$ cat src/rtl/chirp_sweep.sv
module chirp_sweep #(
  parameter int FW = 48,
  parameter int PW = 14,
  parameter int TW = 32
) (
  input  logic          clk,
  input  logic          rst_n,
  input  logic          wr_en,
  input  logic [7:0]    wr_addr,
  input  logic [7:0]    wr_data,
  input  logic          upd_strobe,
  input  logic          hold,
  input  logic          freq_clr,
  input  logic          phase_clr,
  output logic          upd_event,
  output logic [FW-1:0] freq_word,
  output logic [PW-1:0] phase_word
);
  localparam int FB = FW / 8;
  localparam int TB = TW / 8;

  logic [FW-1:0] f1_sh, dlt_sh, f1_a, dlt_a, freq, ph;
  logic [TW-1:0] per_sh, cnt;
  logic [2:0]    ctl_sh, ctl_a;
  logic          fire, fclr, pclr;

  assign fire       = ctl_a[0] && (cnt == '0);
  assign upd_event  = upd_strobe | fire;
  assign fclr       = freq_clr | (upd_event & ctl_sh[1]);
  assign pclr       = phase_clr | (upd_event & ctl_sh[2]);
  assign freq_word  = freq;
  assign phase_word = ph[FW-1 -: PW];

  always_ff @(posedge clk or negedge rst_n) begin
    if (!rst_n) begin
      f1_sh  <= '0;
      dlt_sh <= '0;
      per_sh <= '0;
      ctl_sh <= '0;
    end else if (wr_en) begin
      for (int i = 0; i < FB; i++) begin
        if (wr_addr == 8'(i))     f1_sh[8*(FB-1-i) +: 8]  <= wr_data;
        if (wr_addr == 8'(8 + i)) dlt_sh[8*(FB-1-i) +: 8] <= wr_data;
      end
      for (int i = 0; i < TB; i++)
        if (wr_addr == 8'(16 + i)) per_sh[8*(TB-1-i) +: 8] <= wr_data;
      if (wr_addr == 8'h18) ctl_sh <= wr_data[2:0];
    end
  end

  always_ff @(posedge clk or negedge rst_n) begin
    if (!rst_n) begin
      f1_a  <= '0;
      dlt_a <= '0;
      ctl_a <= '0;
    end else if (upd_event) begin
      f1_a  <= f1_sh;
      dlt_a <= dlt_sh;
      ctl_a <= ctl_sh;
    end
  end

  always_ff @(posedge clk or negedge rst_n) begin
    if (!rst_n)                       cnt <= '0;
    else if (!ctl_a[0] || cnt == '0)  cnt <= per_sh;
    else                              cnt <= cnt - 1'b1;
  end

  always_ff @(posedge clk or negedge rst_n) begin
    if (!rst_n)     freq <= '0;
    else if (fclr)  freq <= upd_event ? f1_sh : f1_a;
    else if (!hold) freq <= freq + dlt_a;
  end

  always_ff @(posedge clk or negedge rst_n) begin
    if (!rst_n)     ph <= '0;
    else if (pclr)  ph <= '0;
    else            ph <= ph + freq;
  end
endmodule


$ cat config.mk
export PLATFORM = sky130hd
export DESIGN_NAME = chirp_sweep
export DESIGN_NICKNAME = d
export VERILOG_FILES = /design/src/rtl/chirp_sweep.sv
export SDC_FILE = /design/constraint.sdc
export NUM_CORES = 1
export LEC_CHECK = 0
export BUFFER_PORTS_ARGS = -buffer_cell sky130_fd_sc_hd__buf_2
export CORE_UTILIZATION = 55
export DETAILED_ROUTE_END_ITERATION = 8
export PLACE_DENSITY_LB_ADDON = 0.05
export RECOVER_POWER = 50
export SYNTH_ARGS = -nofsm -noshare
export SYNTH_HDL_FRONTEND = slang
export SYNTH_SLANG_ARGS = --single-unit
$ cat constraint.sdc
create_clock -name clk -period 4.7 [get_ports clk]
set_clock_uncertainty 0.05 [all_clocks]
set_input_delay 0.94 -clock clk [delete_from_list [all_inputs] [get_ports clk]]
set_output_delay 0.94 -clock clk [all_outputs]
set_load 0.005 [all_outputs]
==> impl_metrics.toml <==
[placement]
place_congestion = 0.9178
dp_slack_ps = 1178
numPortBuffers = 85
hpwl_um = 33360
placed_cell_area_um2 = 19900

[worst_setup_path]
crit_type = "flop to output pin"
r2r-start = "freq_word[0]"
worstPathArrival_ps = 2880
startpoint_type = "flop"
rrSetupSlack_ps = 1170
worst_ep_required_time_ps = 3710
critPathMaxFanout = 5
reg2reg_depth = 13
crit_path_end_kind = "output pin"
reg2reg_to = "freq_word[42]"

[floorplanning]
io_pins = 86
die_h_um = 189.2
die_area_um2 = 35780
coreArea_um2 = 34540
start_util_pct = 55.77
die_w_um = 189.2
rows = 68

[drt]
wl_per_cell_um = 19.01
routed_wl_um = 48180
drt_first_pass_iters = 5
drc = 0
met1_length_um = 24580
ant_nets = 0
drtIter0Drc = 1092
wl_met3_um = 2496
route.met2.wl_um = 20040
vias = 14590
via_per_inst = 5.758
highest_layer = "met4"

[pwr]
finalPower_mw = 8.672
power_leakage_nw = 10.81
ir_drop_uv = 359.3
power_frac_seq_pct = 41.4
p_clk_share_pct = 35.5
combPwrFrac_pct = 23.1
p_per_area_nw_per_um2 = 409.9
swShare_pct = 31.28
netSwitchingPower_mw = 2.713
internal_power_mw = 5.959

[timing]
finalCriticalPeriod_ps = 3872
max_freq_mhz = 258.3
rsz0062_at_grt = "no"
slew_violations = 293
hold_viol = 0
setup_viol = 0
worst_slack_ps = 827.9
fin_crit_sh_pct = 82.39
slew-limit-headroom_pct = -55.44
fin_setup_tns_ps = 0
worstMarginPinSlew_ps = 2332

[clocking]
clock_path_buffers = 3
cts.clk_slew.worst_paths_ps = 60
post_cts_resized = 0
cts_hold_buf = 0
cts-buffers-inserted = 40
clk_latency_ps = 570
cts_sinks = 356
h-tree-depth = 2
cts-root-buf = "clkbuf_16"
cts_setup_buffers = 0
cts_tree = "yes"

[outcome]
violations = "capacitance limit, slew limit"
status = "finished, violations left"

[worst_hold_path]
hp-class = "primary input to async pin"

[cells_and_area]
drive_gt1_share_pct = 15.10
area_growth_pct = 9.814
nets = 2169
final_area_um2 = 21160
insertedDiodeCount = 0
fillCellCount = 3024

[synth]
synth_area_leaders = "dfrtp_1 (46%), mux2_2 (7.8%), nand2_1 (7.6%), ha_1 (6.2%), a21oi_1 (4.6%)"
ys_ff_latch = 356
ys_types = 72
synthCells = 2019
synth_warnings = 0
synth_nets = 2140
yosysTopAreaCell = "dfrtp_1"
yosysSeqAreaShare_pct = 46.24
synth_area_per_cell_um2 = 9.542
synthArstFlopShare_pct = 100.0
synth_flop_cell = "dfrtp_1"
synth_top_cell_area_share_pct = 46.24
synthesis.area_um2 = 19260
synth_enable_flop_cells = 0

[global_route]
grt_pass1_wl_um = 77290
grt_pass1_vias = 14040
antenna_found_initial = 0
grt_usage_pct = 27.70
grt_start_max_net_pins = 98
gr-total-overflow = 0

[run]
cap_violations = 5
==> worst max-delay path by stage <==
stage	startpoint	slack (ps)	cells past startpoint	to
detailed placement	freq_word[0]	1180	13	freq_word[46]
global route	cnt[9]	680	7	upd_event
floorplan	cnt[9]	1430	9	upd_event
CTS	cnt[9]	750	7	upd_event
global placement	freq_word[0]	1250	13	freq_word[46]
finish	cnt[8]	830	7	upd_event
==> flip-flops by register name, indices dropped and copies added, names as in the netlist <==
register	count
freq_word	48
f1_sh	48
ctl_a	1
f1_a	48
dlt_sh	48
dlt_a	48
ph	48
cnt	32
ctl_sh	3
per_sh	32
==> Yosys cell counts, types with 3 or more instances <==
cell	count
a31oi_1	13
dfrtp_1	356
o211ai_1	8
or3_1	7
xnor2_1	65
nand4_1	20
o221ai_1	3
a211oi_1	16
and4_1	4
or2_2	4
buf_2	17
o21bai_1	15
o22ai_1	4
and3b_1	3
a21oi_1	178
nor3b_1	7
nand2_1	389
buf_1	6
nor4_1	11
o31ai_1	9
nor2_1	172
ha_1	96
nand2b_1	11
o21ai_0	54
inv_1	29
a21o_1	66
and3_1	13
nand3_1	18
o31a_1	4
nand3b_1	14
o21a_1	22
a21boi_0	8
or4_4	3
nor3_1	31
or4_1	3
nor4b_1	3
clkbuf_1	65
xor2_1	37
a211o_1	4
nor2b_1	18
o21ai_1	12
buf_4	20
mux2_2	134
and2_1	8
==> through the flow <==
step | cells | utilization [%] | hold slack [ps]
final | 2534 | 61.24 | 289.0
after global routing | 2534 | 61.24 | 332.4
after CTS | 2534 | 61.37 | 314.6
after detailed placement | 2461 | 57.60 | 401.7
after global placement | 2461 | 57.60 | 397.8
after floorplan | 2019 | - | 379.4
==> final cells by class <==
class,instances,area (um2),share of cell area (%)
clock buffers,56,1141,5.394
repair buffers,97,519.2,2.454
well taps,455,569.3,2.691
clock inverters,17,162.7,0.7689
flip-flops and latches,356,8909,42.11
inverters,30,112.6,0.5323
multi-input cells,1523,9742,46.05
==> worst max-delay path, cell delays in order, from the launching register on <==
cell and delay, ps:
dfrtp_1 430, or4_4 570, nor3_4 180, nand3_1 170, nor4_4 510, a21oi_4 120
inv_2 170, buf_2 180
==> per-layer routing <==
metal / vias up / GRT usage, %
li1: 7100 / -
met1: 7083 / 43.26
met2: 341 / 39.56
met3: 67 / 3.855
met4: 0 / 8.530
met5: - / 0
==> layout by cell type (no fill, tap or decap), types with 6 or more instances in the layout <==
master,netlist,routed
nand2_1,389,389
dfrtp_1,356,356
a21oi_1,178,178
nor2_1,172,172
mux2_2,134,134
ha_1,96,96
buf_2,17,82
a21o_1,66,66
xnor2_1,65,65
o21ai_0,54,54
clkbuf_16,0,40
xor2_1,37,37
nor3_1,31,31
inv_1,29,29
o21a_1,22,22
nand4_1,20,20
nand3_1,18,18
nor2b_1,18,17
a211oi_1,16,16
o21bai_1,15,15
nand3b_1,14,14
and3_1,13,13
a31oi_1,13,13
clkbuf_1,65,13
o21ai_1,12,12
nor4_1,11,11
nand2b_1,11,11
o31ai_1,9,9
clkinv_2,0,9
and2_1,8,8
a21boi_0,8,8
o211ai_1,8,8
clkbuf_8,0,8
nor3b_1,7,7
or3_1,7,7
buf_4,20,6
==> power by group through the flow <==
| stage | sequential [mW] | clock (mW) | combinational (mW) |
|---|---|---|---|
| final | 3.59 | 3.08 | 2.01 |
| after global routing | 3.62 | 3.26 | 2.26 |
| after CTS | 3.58 | 3.15 | 2.01 |
| after detailed placement | 3.63 | 0 | 2.00 |
| after global placement | 3.63 | 0 | 1.97 |
| after floorplan | 3.55 | 0 | 1.55 |
==> kinds of logic after synthesis <==
logic type      count (synthesis)  share of synthesized area, %
simple gates                  746                         17.24
compound gates                441                         14.19
flops                         356                         46.24
buf+inv                       140                         3.306
mux                           136                         7.937
xor+xnor                      102                         4.637
fa+ha+maj                      98                         6.443
(Power assumes the default switching activity.)
